## src/rtl/hbridge_guard.sv

```systemverilog
module hbridge_guard (
  input  logic clk,
  input  logic rst_n,
  input  logic dir_a,
  input  logic dir_b,
  input  logic inh_p,
  input  logic inh_n,
  input  logic flt_a,
  input  logic flt_b,
  input  logic flt_p,
  input  logic flt_n,
  input  logic short_f,
  input  logic hot_f,
  input  logic uv_f,
  input  logic cool_f,
  output logic leg_a_en,
  output logic leg_a_hi,
  output logic leg_b_en,
  output logic leg_b_hi,
  output logic fault_n
);
  localparam int NS = 8;
  // bit order: a, b, p, n, short, hot, uv, cool
  localparam logic [NS-1:0] SYNC_RST = 8'b1000_0100;

  logic [NS-1:0] raw, s1, s2;
  logic [1:0]    fill;
  logic          p_d, n_d;
  logic          sc_lat, ot_lat;

  // pin pull models: floating reads as its default level
  assign raw = {cool_f, uv_f, hot_f, short_f,
                flt_n ? 1'b0 : inh_n,
                flt_p ? 1'b1 : inh_p,
                flt_b ? 1'b1 : dir_b,
                flt_a ? 1'b1 : dir_a};

  always_ff @(posedge clk or negedge rst_n)
    if (!rst_n) begin
      s1   <= SYNC_RST;
      s2   <= SYNC_RST;
      fill <= 2'b00;
    end else begin
      s1   <= raw;
      s2   <= s1;
      fill <= {fill[0], 1'b1};
    end

  logic a_s, b_s, p_s, n_s, sc_s, ot_s, uv_s, cool_s, vld;
  assign {cool_s, uv_s, ot_s, sc_s, n_s, p_s, b_s, a_s} = s2;
  assign vld = fill[1];

  logic clr, disabled, latched, run;
  assign clr      = (p_d & ~p_s) | (~n_d & n_s);
  assign disabled = p_s | ~n_s;
  assign latched  = sc_lat | ot_lat;
  assign run      = vld & ~disabled & ~uv_s & ~latched;

  always_ff @(posedge clk or negedge rst_n)
    if (!rst_n) begin
      p_d    <= 1'b1;
      n_d    <= 1'b0;
      sc_lat <= 1'b0;
      ot_lat <= 1'b0;
    end else begin
      p_d    <= p_s;
      n_d    <= n_s;
      sc_lat <= sc_s | (sc_lat & ~clr);
      ot_lat <= ot_s | (ot_lat & ~(clr & cool_s));
    end

  always_ff @(posedge clk or negedge rst_n)
    if (!rst_n) begin
      leg_a_en <= 1'b0;
      leg_a_hi <= 1'b0;
      leg_b_en <= 1'b0;
      leg_b_hi <= 1'b0;
      fault_n  <= 1'b0;
    end else begin
      leg_a_en <= run;
      leg_b_en <= run;
      leg_a_hi <= run & a_s;
      leg_b_hi <= run & b_s;
      fault_n  <= ~(disabled | uv_s | latched);
    end

  p_follow_r1: assert property (@(posedge clk) disable iff (!rst_n)
    leg_a_en |-> (leg_a_hi == $past(a_s)) && (leg_b_hi == $past(b_s)));
  p_inh_p_off_r2: assert property (@(posedge clk) disable iff (!rst_n)
    p_s |=> !leg_a_en && !leg_b_en && !fault_n);
  p_inh_n_off_r3: assert property (@(posedge clk) disable iff (!rst_n)
    !n_s |=> !leg_a_en && !leg_b_en && !fault_n);
  p_latch_off_r4: assert property (@(posedge clk) disable iff (!rst_n)
    sc_lat |=> !leg_a_en && !leg_b_en && !fault_n);
  p_hot_hold_r7: assert property (@(posedge clk) disable iff (!rst_n)
    (ot_lat && !cool_s) |=> ot_lat);
  p_uv_off_r8: assert property (@(posedge clk) disable iff (!rst_n)
    uv_s |=> !leg_a_en && !fault_n);
  p_set_wins_r10: assert property (@(posedge clk) disable iff (!rst_n)
    (sc_s && clr) |=> sc_lat);
  p_legs_pair_r1: assert property (@(posedge clk) disable iff (!rst_n)
    leg_a_en == leg_b_en);
endmodule

```

## config.mk

```make
export PLATFORM = sky130hd
export DESIGN_NAME = hbridge_guard
export DESIGN_NICKNAME = d
export VERILOG_FILES = /design/src/rtl/hbridge_guard.sv
export SDC_FILE = /design/constraint.sdc
export NUM_CORES = 1
export LEC_CHECK = 0
export CAP_MARGIN = 10
export CORE_MARGIN = 2
export CORE_UTILIZATION = 45
export DETAILED_ROUTE_END_ITERATION = 12
export GPL_TIMING_DRIVEN = 0
export PLACE_DENSITY_LB_ADDON = 0.15
export SETUP_SLACK_MARGIN = 0.3
export SYNTH_ARGS = -nofsm -noshare
export SYNTH_HDL_FRONTEND = slang
export SYNTH_SLANG_ARGS = --single-unit
```

## constraint.sdc

```tcl
create_clock -name clk -period 1.5 [get_ports clk]
set_clock_uncertainty 0.1 [all_clocks]
set_input_delay 0.225 -clock clk [delete_from_list [all_inputs] [get_ports clk]]
set_output_delay 0.225 -clock clk [all_outputs]
set_load 0.1 [all_outputs]
```

# Word level (Yosys, flattened, before mapping)
# Cells that the tools add are included.
# word_totals
wordCells	41
regBits	26
# op_classes
n_bitwise	26
n_mux	4
# ops
op	count
AND 1 bit	10
NOT 1 bit	9
OR 1 bit	7
two-way mux 1 bit	4

# Logic depth before layout (Yosys ltp)
# Gate-level depths: netlist of run 1.
# depth
word_depth	7
ltp_mapped	3
mapped_depth_nobuf	3

# Worst setup path after synthesis of run 1
# OpenSTA, ideal clock, no wires.
# synth_timing
path_kind	reg-to-output
startpoint	register leg_b_en
endpoint	output leg_b_en
stages_incl_launch_ff	2
path_buffers	1
setup_slack_ns	-0.149
t_arrival_ns	1.324
path_cell_list	dfrtp_1 buf_4
# synth_rtl
item	line	text
start, declared	18	output logic leg_b_en,
start signal, assigned	81	leg_b_en <= run;
# No word-level cell between the ends.

# Final worst setup path of run 1
# layout_timing
startpoint	register leg_b_en
endpoint	output leg_b_en
# No word-level cell between the ends.

==> results of run 1 <==
per-layer routing:
metal,vias to the layer above,track usage [%],part of all wire (%)
met3,2,2.381,7.7
met4,0,6.857,1.6
met5,-,0,0
li1,184,-,-
met2,21,14.44,48
met1,175,10.90,42
cells in the mapped netlist:
master / count
and2_2: 1
dfrtp_1: 21
and3_1: 2
conb_1: 1
nor4_4: 1
dfstp_2: 5
a31o_1: 1
nand2b_1: 3
nand2b_4: 1
a21oi_1: 1
buf_4: 1
nor2b_1: 1
or2_2: 3
nor2_1: 2
worst max-delay path, cell delays in order (launching register included):
cell	delay (ns)
dfrtp_4	0.50
buf_6	0.12
buf_12	0.15
worst max-delay path by stage:
stage | slack (ns) | to | startpoint
floorplan | 0.31 | leg_b_en | leg_b_en
global placement | -0.40 | leg_b_en | leg_b_en
detailed placement | -0.41 | leg_b_en | leg_b_en
CTS | 0.07 | leg_b_en | leg_b_en
global route | 0.04 | leg_b_en | leg_b_en
finish | 0.08 | leg_b_en | leg_b_en
report_power, final:
part	leakage (nW)	internal [mW]	switching, mW
logic	0.152	0.0399	0.0217
clock network	0.0279	0.270	0.190
registers	0.295	0.738	0.0143
total	0.474	1.05	0.226
sequential cells by signal, indices dropped and copies added, names as in the netlist:
name,count
fault_n,1
fill,2
leg_a_hi,1
leg_b_en,1
leg_b_hi,1
n_d,1
ot_lat,1
p_d,1
s1,8
s2,8
sc_lat,1
area by class of cell:
type	instances	area (sq um)	share of cell area (%)
Timing Repair Buffer	19	207.7	19.21
Sequential cell	26	664.4	61.46
Clock buffer	3	22.52	2.083
Clock inverter	1	30.03	2.778
Buffer	1	11.26	1.042
Tap cell	17	21.27	1.968
Multi-Input combinational cell	17	123.9	11.46
kinds of logic after synthesis:
| family | share of synthesized area, % |
|---|---|
| simple gates | 13.49 |
| flops | 83.33 |
| buf+inv | 0.9527 |
| other cells | 0.4757 |
| compound gates | 1.746 |
metrics by stage:
stage	TNS, ns	utilization, %	power (mW)	setup slack [ns]	hold slack (ns)
floorplan	0	-	0.7780	0.3052	-0.1706
global placement	-4.400	59.26	0.8254	-0.4048	0.2320
detailed placement	-4.727	59.26	0.8283	-0.4103	0.2347
CTS	0	63.19	1.292	0.06668	0.1148
global route	0	64.00	1.326	0.04005	0.1857
finish	0	64.00	1.273	0.08297	0.2021
what timing repair did:
item | in CTS | in global routing
resized for setup | 38 | 4
endpoints found under the setup margin | 26 | 9
pin swaps | 0 | 0
endpoints found under the hold margin | 0 | 21
hold buffers | 0 | 1
==> reports/results.ini, run 1 <==
[placement]
detailedPlacementHpwl_um=610.6
quantity_of_i_o_buffers_inserted_on_ports=18
gp_congestion=0.6835
placed_cells_incl_taps=79
placed_cell_area_sq_um=1001

[yosys]
yosysTopAreaCellShare_pct=66.67
synth_area_leader_cell=dfrtp_1
synth_area_per_cell_sq_um=17.91
yosysWarningCount=0
synth_cells=44
synth_fp_nets=58
synth_seq_cells=26
syn-cell-area_sq_um=788.3
netlist-cell-type-count=14
yosys-top-cells-area=dfrtp_1, dfstp_2, nor4_4
yosysSeqAreaShare_pct=83.33

[setup_path]
cp-end-kind=output pin
worst_r2r_startpoint=s2[2]
r2r_cells=3
cp_data_arrival_time_ns=1.09
crit-reg2reg-capture=leg_b_en
element_type_at_the_critical_path_start=register
r2r_setup_slk_ns=0.39
worst_ep_required_time_ns=1.17
path_class=reg2out
worst-path-max-fanout=2

[min_path]
hold_path_end=s1[7]
min-delay-path-class=in2reg
min_path_cells=1
min-delay-start=cool_f

[power]
static-leakage-power_nw=0.4743
power_density_over_cell_area_nw_per_um2=1178
worst_ir_drop_vdd_uv=684.0

[floorplan]
floorplan.core_area_sq_um=1689
num_rows=15
die_width_um=45.86
initial_utilization_pct=46.67
pin_count=19
fp.dieArea_sq_um=2103
die-height_um=45.86

[sta]
fmax_ghz=0.7057
drv_slew=0
final-setup-viol-count=0
max_slew_margin_pct=60.42
final.min_clock_period_ns=1.417
grt_setup_unrepaired=true
final_worst_path_period_share_pct=94.47
worst_pin_slew_ns=0.5937
hold_viol=0

[drt]
route.detailed.wl_per_inst_um=10.21
vias=382
routed_wirelength_um=858
detail-route-antenna-nets=0
drtPass1Iterations=2
post_dr_vias_cell=4.548
detail_route.drc_violations=0
dr.first_iter.drc_count=2

[layout]
filler_cell_count=127
final-instance-count-excl-fill=84
layout-drive-gt1-share_pct=38.81
layout.cells.most_common_list=dfrtp_1, clkdlybuf4s50_1, dfstp_2
layout.cells.most_common=dfrtp_1
insertedDiodeCount=0
synthToLayoutAreaGrowth_pct=37.14
final_area_sq_um=1081
final_net_count=82

[clock_network]
clk-insertion-delay-late_ns=0.31
cts_root_buf=clkbuf_4
post_cts.repair.setup_buffers=0
cts.clk_slew.worst_paths_ns=0.13
htreeDepth=1
cts_max_path_buffers=2
clock_tree_from_tritoncts=yes
cts_inserted_buffers=3
cts_num_sinks=26

[job]
max_cap_viol_count=0

[run_status]
outcome=completed

[grt]
overflow=0
first_global_vias=344
grt_max_degree=27
grtUsageTotal_pct=9.265
grt_pass1_wl_mm=1.311
grt_antenna_before_repair=0

Power figures use the tool's default switching activity.
==> run 2: changes to the inputs <==
--- a/config.mk
+++ b/config.mk
@@ -12,6 +12,7 @@
 export GPL_TIMING_DRIVEN = 0
 export PLACE_DENSITY_LB_ADDON = 0.15
 export SETUP_SLACK_MARGIN = 0.3
+export SLEW_MARGIN = 20
 export SYNTH_ARGS = -nofsm -noshare
 export SYNTH_HDL_FRONTEND = slang
 export SYNTH_SLANG_ARGS = --single-unit
==> run 2 against run 1 <==
Maximum frequency stayed put; hold slack stayed put; register-to-register slack hardly changed; utilization stayed put; count of clock-buffer cells in the layout stayed put; first-iteration DRC count stayed put; worst setup slack stayed put; design area stayed put; power hardly changed.
==> reports/results.ini, run 2 (synthesis results as in run 1) <==
[run_status]
outcome=completed

[floorplan]
num_rows=15  ; unchanged
die-height_um=45.86  ; unchanged
die_width_um=45.86  ; unchanged
initial_utilization_pct=46.67  ; unchanged
fp.dieArea_sq_um=2103  ; unchanged
pin_count=19  ; unchanged
floorplan.core_area_sq_um=1689  ; unchanged

[placement]
quantity_of_i_o_buffers_inserted_on_ports=18  ; unchanged
detailedPlacementHpwl_um=610.6  ; unchanged
placed_cells_incl_taps=79  ; unchanged
place_worst_setup_slack_ns=-0.4103  ; unchanged
placed_cell_area_sq_um=1001  ; unchanged
gp_congestion=0.6835  ; unchanged

[sta]
grt_setup_unrepaired=true
totalNegativeSetupSlack_ns=0  ; unchanged
final_critical_path_setup_slack_ns=0.08297  ; unchanged
drv_slew=0  ; unchanged
max_slew_margin_pct=64.32  ; +3.9 points
fin_worst_hold_slack_ns=0.2021  ; unchanged
hold_viol=0  ; unchanged
final.min_clock_period_ns=1.417  ; unchanged
final_worst_path_period_share_pct=94.47  ; unchanged
worst_pin_slew_ns=0.5352  ; -0.05848 ns
final-setup-viol-count=0  ; unchanged
fmax_ghz=0.7057  ; unchanged

[grt]
first_global_vias=344  ; unchanged
grtUsageTotal_pct=9.265  ; unchanged
grt_antenna_before_repair=0  ; unchanged
grt_pass1_wl_mm=1.311  ; unchanged
overflow=0  ; unchanged
grt_max_degree=27  ; unchanged

[setup_path]
cp-end-kind=output pin
worst_r2r_startpoint=s2[2]
worst_ep_required_time_ns=1.17  ; about the same
worst-path-max-fanout=2  ; unchanged
cp-startpoint=leg_b_en
cp_data_arrival_time_ns=1.09  ; about the same
path_class=reg2out
element_type_at_the_critical_path_start=register

[min_path]
min-delay-path-class=in2reg
min-delay-start=cool_f

[power]
power_density_over_cell_area_nw_per_um2=1178  ; about the same
worst_ir_drop_vdd_uv=684.0  ; about the same
static-leakage-power_nw=0.4741  ; about the same
total_power_mw=1.273  ; about the same

[drt]
dr.first_iter.drc_count=2  ; unchanged
routed_wirelength_um=856  ; -0.23%
drtPass1Iterations=2  ; unchanged
detail-route-antenna-nets=0  ; unchanged
detail_route.drc_violations=0  ; unchanged
vias=382  ; unchanged
route.detailed.wl_per_inst_um=10.19  ; -0.23%
post_dr_vias_cell=4.548  ; unchanged

[layout]
final_net_count=82  ; unchanged
final-instance-count-excl-fill=84  ; unchanged
layout-drive-gt1-share_pct=38.81  ; unchanged
insertedDiodeCount=0  ; unchanged
layout.cells.most_common_list=dfrtp_1, clkdlybuf4s50_1, dfstp_2
final_area_sq_um=1081  ; unchanged
synthToLayoutAreaGrowth_pct=37.14  ; unchanged
largestRegisters=s1 x8, s2 x8, fill x2
layout.cells.most_common=dfrtp_1
final_core_util_pct=64.00  ; unchanged

[clock_network]
cts_root_buf=clkbuf_4
clk-insertion-delay-late_ns=0.31  ; about the same
cts.clk_slew.worst_paths_ns=0.13  ; about the same
cts_num_sinks=26  ; unchanged
htreeDepth=1  ; unchanged
cts_max_path_buffers=2  ; unchanged
clock_tree_from_tritoncts=yes
cts_inserted_buffers=3  ; unchanged

[job]
max_cap_viol_count=0  ; unchanged

==> run 2: changes by cell type in the layout (fill, tap and decap cells not counted), sizes merged <==
cell and change:
buf +1, clkbuf -1
==> run 2: what timing repair did <==
| item | 4_1_cts | 5_1_grt |
|---|---|---|
| pin swaps | 0 | 0 |
| hold buffers | 0 | 1 |
| setup endpoints to repair | 26 | 5 |
| gates resized for setup | 38 | 2 |
| setup buffers | 0 | 0 |
| hold endpoints to repair | 0 | 21 |
==> run 2: cell type report <==
class,count,area [sq um]
clock inverters,1,30.03
clock buffers,3,22.52
flip-flops and latches,26,664.4
multi-input cells,17,123.9
well taps,17,21.27
repair buffers,19,207.7
plain buffers,1,11.26
fillers,127,608.1
==> run 2: path summary, 6_finish.rpt <==
kind	cells past startpoint	end	slack [ns]
setup / recovery	2	leg_b_en	0.08
hold / removal	1	s1[7]	0.20
setup reg to reg	3	leg_b_en	0.39
hold reg to reg	0	s2[4]	0.26
max in group asynchronous	2	leg_b_en	0.60
min in group asynchronous	2	leg_b_en	0.31
==> run 2: critical path, cell delays in order (launching register included) <==
cell and delay, ns:
dfrtp_4 0.50, buf_6 0.12, buf_12 0.15
==> run 2: layer usage <==
| metal | global-route usage [%] | vias to the layer above | routed length, um |
|---|---|---|---|
| met1 | 10.90 | 175 | 362 |
| li1 | - | 184 | - |
| met3 | 2.381 | 2 | 66 |
| met5 | 0 | - | 0 |
| met2 | 14.44 | 21 | 411 |
| met4 | 6.857 | 0 | 14 |
==> run 2: where the power goes <==
group          internal, mW  total [mW]  switching (mW)
Combinational        0.0399      0.0616          0.0217
Clock                 0.270       0.460           0.190
Sequential            0.738       0.752          0.0144
Total                  1.05        1.27           0.226
